===== src/rtl/tap_udr_pkg.sv =====
package tap_udr_pkg;

  typedef struct packed {
    logic capture;
    logic shift;
    logic update;
    logic tlr;
    logic idle;
  } tap_ctl_t;

  function automatic logic run_gate(input logic en, input logic sel, input logic idle);
    return en & sel & idle;
  endfunction

endpackage


===== src/rtl/udr_user_reg.sv =====
module udr_user_reg
  import tap_udr_pkg::*;
#(
  parameter int W = 6
) (
  input  logic         clk,
  input  logic         rst_n,
  input  tap_ctl_t     ctl,
  input  logic         sel,
  input  logic         tdi,
  output logic [W-1:0] stage,
  output logic [W-1:0] cfg
);

  logic do_shift, do_update;
  assign do_shift  = sel & ctl.shift;
  assign do_update = sel & ctl.update & ~ctl.tlr;

  always_ff @(posedge clk or negedge rst_n) begin
    if (!rst_n) begin
      stage <= '0;
    end else if (do_shift) begin
      stage <= {tdi, stage[W-1:1]};
    end
  end

  always_ff @(posedge clk or negedge rst_n) begin
    if (!rst_n) begin
      cfg <= '0;
    end else if (ctl.tlr) begin
      cfg <= '0;
    end else if (do_update) begin
      cfg <= stage;
    end
  end

  assert_capture_hold_R2: assert property (@(posedge clk) disable iff (!rst_n)
    (sel && ctl.capture && !ctl.shift) |=> $stable(stage));

  assert_update_copies_R1: assert property (@(posedge clk) disable iff (!rst_n)
    (sel && ctl.update && !ctl.tlr) |=> (cfg == $past(stage)));

  assert_cfg_stable_R3: assert property (@(posedge clk) disable iff (!rst_n)
    (!ctl.update && !ctl.tlr) |=> $stable(cfg));

endmodule


===== src/rtl/udr_bist_reg.sv =====
module udr_bist_reg
  import tap_udr_pkg::*;
#(
  parameter int RES_W = 4,
  localparam int SW = RES_W + 1
) (
  input  logic             clk,
  input  logic             rst_n,
  input  tap_ctl_t         ctl,
  input  logic             sel,
  input  logic             tdi,
  input  logic             done,
  input  logic [RES_W-1:0] result,
  output logic [SW-1:0]    stage,
  output logic             en_q
);

  logic do_capture, do_shift, do_update;
  assign do_capture = sel & ctl.capture;
  assign do_shift   = sel & ctl.shift;
  assign do_update  = sel & ctl.update & ~ctl.tlr;

  always_ff @(posedge clk or negedge rst_n) begin
    if (!rst_n) begin
      stage <= '0;
    end else if (do_capture) begin
      stage <= {result, done};
    end else if (do_shift) begin
      stage <= {tdi, stage[SW-1:1]};
    end
  end

  always_ff @(posedge clk or negedge rst_n) begin
    if (!rst_n) begin
      en_q <= 1'b0;
    end else if (ctl.tlr) begin
      en_q <= 1'b0;
    end else if (do_update) begin
      en_q <= stage[0];
    end
  end

  assert_capture_loads_R5: assert property (@(posedge clk) disable iff (!rst_n)
    do_capture |=> (stage[0] == $past(done) && stage[SW-1:1] == $past(result)));

  assert_enable_update_R4: assert property (@(posedge clk) disable iff (!rst_n)
    do_update |=> (en_q == $past(stage[0])));

endmodule


===== src/rtl/tap_user_dregs.sv =====
module tap_user_dregs
  import tap_udr_pkg::*;
#(
  parameter int USER_W = 6,
  parameter int RES_W  = 4
) (
  input  logic              clk,
  input  logic              rst_n,
  input  logic              tlr,
  input  logic              run_idle,
  input  logic              capture_dr,
  input  logic              shift_dr,
  input  logic              update_dr,
  input  logic              sel_user,
  input  logic              sel_bist,
  input  logic              tdi,
  input  logic              bist_done,
  input  logic [RES_W-1:0]  bist_result,
  output logic              tdo,
  output logic              tdo_sel,
  output logic [USER_W-1:0] user_cfg,
  output logic              bist_run
);

  localparam int BW = RES_W + 1;

  tap_ctl_t          ctl;
  logic [USER_W-1:0] user_stage;
  logic [BW-1:0]     bist_stage;
  logic              bist_en;

  assign ctl = '{capture: capture_dr, shift: shift_dr, update: update_dr,
                 tlr: tlr, idle: run_idle};

  udr_user_reg #(.W(USER_W)) u_user (
    .clk(clk), .rst_n(rst_n), .ctl(ctl), .sel(sel_user), .tdi(tdi),
    .stage(user_stage), .cfg(user_cfg)
  );

  udr_bist_reg #(.RES_W(RES_W)) u_bist (
    .clk(clk), .rst_n(rst_n), .ctl(ctl), .sel(sel_bist), .tdi(tdi),
    .done(bist_done), .result(bist_result), .stage(bist_stage), .en_q(bist_en)
  );

  assign bist_run = run_gate(bist_en, sel_bist, ctl.idle);
  assign tdo_sel  = sel_user | sel_bist;

  always_comb begin
    if (sel_user)      tdo = user_stage[0];
    else if (sel_bist) tdo = bist_stage[0];
    else               tdo = 1'b0;
  end

  assert_run_gated_R6: assert property (@(posedge clk) disable iff (!rst_n)
    bist_run |-> (sel_bist && run_idle));

  assert_tlr_clears_R7: assert property (@(posedge clk) disable iff (!rst_n)
    tlr |=> (user_cfg == '0 && bist_en == 1'b0));

  assert_idle_hold_R8: assert property (@(posedge clk) disable iff (!rst_n)
    (!sel_user && !sel_bist) |=> ($stable(user_stage) && $stable(bist_stage)));

  always_comb begin
    if (rst_n && !tdo_sel) assert_no_tdo_R9: assert (tdo == 1'b0);
  end

endmodule


===== config.mk =====
export PLATFORM = sky130hd
export DESIGN_NAME = tap_user_dregs
export DESIGN_NICKNAME = d
export VERILOG_FILES = /design/src/rtl/tap_udr_pkg.sv /design/src/rtl/udr_user_reg.sv /design/src/rtl/udr_bist_reg.sv /design/src/rtl/tap_user_dregs.sv
export SDC_FILE = /design/constraint.sdc
export NUM_CORES = 1
export LEC_CHECK = 0
export BUFFER_PORTS_ARGS = -buffer_cell sky130_fd_sc_hd__buf_2
export CAP_MARGIN = 30
export CELL_PAD_IN_SITES_DETAIL_PLACEMENT = 0
export CELL_PAD_IN_SITES_GLOBAL_PLACEMENT = 1
export CORE_UTILIZATION = 35
export CTS_CLUSTER_DIAMETER = 40
export CTS_CLUSTER_SIZE = 24
export DETAILED_ROUTE_END_ITERATION = 6
export GPL_TIMING_DRIVEN = 1
export PLACE_DENSITY = 0.7
export SLEW_MARGIN = 20
export SYNTH_ARGS = -nofsm -noshare
export SYNTH_HDL_FRONTEND = slang
export SYNTH_SLANG_ARGS = --single-unit

===== constraint.sdc =====
create_clock -name clk -period 0.9 [get_ports clk]
set_clock_uncertainty 0.15 [all_clocks]
set_input_delay 0.09 -clock clk [delete_from_list [all_inputs] [get_ports clk]]
set_output_delay 0.09 -clock clk [all_outputs]
set_load 0.03 [all_outputs]

==> results.json <==
{
  "fin_ws_ns": -0.316,
  "grt_antenna_before_repair": 0,
  "dr_total_vias": 705,
  "synth.cell_area_um2": 878,
  "dieArea_um2": 2710,
  "clock_sinks": 18,
  "r2r_start": "u_bist.stage[3]",
  "synth_common_cells": "dfrtp_1, a21bo_2, a21oi_1, nand3_1, mux2_2",
  "rsz0062_at_grt": "true",
  "grt_max_degree": 19,
  "syn_area_per_cell_um2": 11.4,
  "dr.pass1.iters": 4,
  "p_per_area_nw_per_um2": 1710,
  "worst_ep_required_time_ns": 0.66,
  "slew_headroom_pct": 72.7,
  "ir_drop_mv": 0.784,
  "p_leak_uw": 0.000625,
  "critPathCapture": "bist_run",
  "power.share.switching_pct": 28.8,
  "hp-class": "input port to flop",
  "r2r_slack_ns": -0.12,
  "synth.largest_area_cell": "dfrtp_1",
  "startpoint": "u_bist.en_q",
  "syn_to_final_growth_pct": 49.7,
  "p_clk_share_pct": 22.0,
  "synth_top_area_share_pct": 51.3,
  "drc": 0,
  "status": "finished with violations",
  "r2r_end": "u_bist.stage[2]",
  "seq_area_frac_synth_pct": 51.3,
  "min_period_ns": 1.22,
  "worst_hold_slack_ns": -0.0949,
  "synthCells": 77,
  "grtUsageTotal_pct": 15.5,
  "hold_viol": 2,
  "clk_pin_slew_ns": 0.10,
  "vias_per_cell": 4.96,
  "die_w_um": 52.1,
  "cts.hold.buffers_added": 2,
  "p_comb_share_pct": 30.2,
  "grt_pass1_wl_um": 3010,
  "cp-end-kind": "primary output",
  "synth_ff_type": "dfrtp_1",
  "ant_nets": 0,
  "clock_latency_ns": 0.28,
  "final_cell_area_um2": 1320,
  "start_util_pct": 38.2,
  "coreArea_um2": 2300,
  "max_freq_ghz": 0.822,
  "cts_buffers": 3,
  "hpwl_um": 1240,
  "synthMostInstantiatedCell": "dfrtp_1",
  "synthesis.nets": 92,
  "drive_above_1_share_pct": 62.3,
  "io_pins": 24,
  "place.gp.congestion": 0.726,
  "critical_path_peak_fanout": 2,
  "rows": 17,
  "place_area_um2": 1120,
  "failed_checks": "negative hold slack, negative setup slack",
  "cts_buffer_depth": 2,
  "arrival_ns": 0.98,
  "layout.nets": 130,
  "worstMarginPinSlew_ns": 0.410,
  "cap_violations": 0,
  "yosysUniqueCellTypes": 18,
  "power_switching_uw": 648,
  "h-tree-depth": 1,
  "grt_pass1_vias": 677,
  "worst-setup-path-type": "flop to primary output",
  "p_int_uw": 1610,
  "place_ws_ns": -0.148,
  "fill_cells": 204,
  "die_h_um": 52.1,
  "r2r_cells": 2,
  "async_flop_share_pct": 100,
  "finalMaxSlewViolations": 0,
  "synth_seq_cells": 18,
  "multiInputGateArea_um2": 473,
  "final_cells": 142,
  "synth_area_leaders": "dfrtp_1, a21bo_2, mux2_2, nor4bb_1, and3b_1",
  "numPortBuffers": 23,
  "fin_crit_sh_pct": 135,
  "dp_cells": 134,
  "insertedDiodeCount": 0,
  "drt_iter0_markers": 1,
  "synth_warnings": 0,
  "seq_power_share_pct": 47.8,
  "synth_edf_count": 0,
  "ff_latch_area_um2": 458,
  "setup_violations": 25,
  "drt-total-wl_um": 1850,
  "cts_tree": "done",
  "root_buffer": "clkbuf_4",
  "routedWlPerCell_um": 13.0,
  "crit_path_start_kind": "flop",
  "grt_overflow": 0
}
-- power groups by stage --
| stage | Combinational (uW) | Sequential (uW) | Clock (uW) |
|---|---|---|---|
| detailed placement | 557 | 1080 | 0 |
| floorplan | 337 | 1110 | 0 |
| global route | 732 | 1090 | 548 |
| global placement | 548 | 1080 | 0 |
| CTS | 654 | 1070 | 518 |
| finish | 682 | 1080 | 496 |
-- layout make-up --
cell class	instances	share of cell area [%]
clock buffer	4	2.76
inverter	5	1.43
multi-input combinational	49	36.0
sequential	18	34.8
tap	28	2.66
timing repair buffer	38	22.4
-- repair_timing --
| action | CTS | global route |
|---|---|---|
| gates cloned | 0 | 0 |
| endpoints found under the hold margin | 26 | 3 |
| pin swaps | 3 | 1 |
| setup buffers | 1 | 2 |
| resized for setup | 29 | 5 |
| endpoints found under the setup margin | 26 | 25 |
-- metal layers --
metal | up-vias | wire length, um | GRT usage, %
li1 | 350 | - | -
met1 | 341 | 872 | 20.4
met2 | 12 | 914 | 24.1
met3 | 2 | 53 | 2.63
met4 | 0 | 11 | 8.11
met5 | - | 0 | 0
-- how the worst min path moves through the flow --
stage                      endpoint  slack [ns]   from  depth (start not counted)
CTS                 u_user.stage[5]       -0.11    tdi                          2
finish              u_user.stage[5]       -0.09    tdi                          2
global placement    u_user.stage[5]        -0.1  rst_n                          1
floorplan               u_bist.en_q       -0.36  rst_n                          0
detailed placement  u_bist.stage[2]       -0.10  rst_n                          1
global route        u_user.stage[5]       -0.10    tdi                          2
-- sequential cells by signal, summed over array words and instances, names as in the netlist --
| name | count |
|---|---|
| u_bist.stage | 5 |
| u_user.cfg | 6 |
| u_user.stage | 6 |
| u_bist.en_q | 1 |
-- stage by stage --
stage	total power (uW)	setup TNS (ns)	utilization, %
final	2250	-2.52	57.2
after global routing	2370	-3.38	57.2
after CTS	2240	-2.54	55.2
after detailed placement	1640	-1.95	48.6
after global placement	1630	-1.63	48.6
after floorplan	1450	-0.729	-
-- layout by cell type (no fill, tap or decap), types with 2 or more instances in the layout --
master          n
mux2_4          4
dfrtp_2         6
nor4bb_1        4
nand2_1         2
dlygate4sd3_1   2
a21bo_4         4
a211oi_1        5
nand3_1         6
buf_6           9
and3b_1         5
dfrtp_1        12
clkbuf_4        3
buf_4          15
a21bo_2         3
inv_1           5
mux2_2          2
a21oi_2         7
buf_2          12
-- worst max-delay path, stage by stage, from the launching register on --
cell and delay [ns]:
dfrtp_1 0.39, and3_1 0.17, buf_6 0.13
-- cell families (layout without fill, tap and decap cells) --
| kind of cell | count (synthesis) | in the layout | share of synthesized area, % |
|---|---|---|---|
| buf+inv | 10 | 47 | 5.98 |
| simple gates | 22 | 22 | 17.7 |
| mux | 6 | 6 | 7.69 |
| compound gates | 21 | 21 | 17.4 |
| flops | 18 | 18 | 51.3 |
Power figures use the tool's default switching activity.
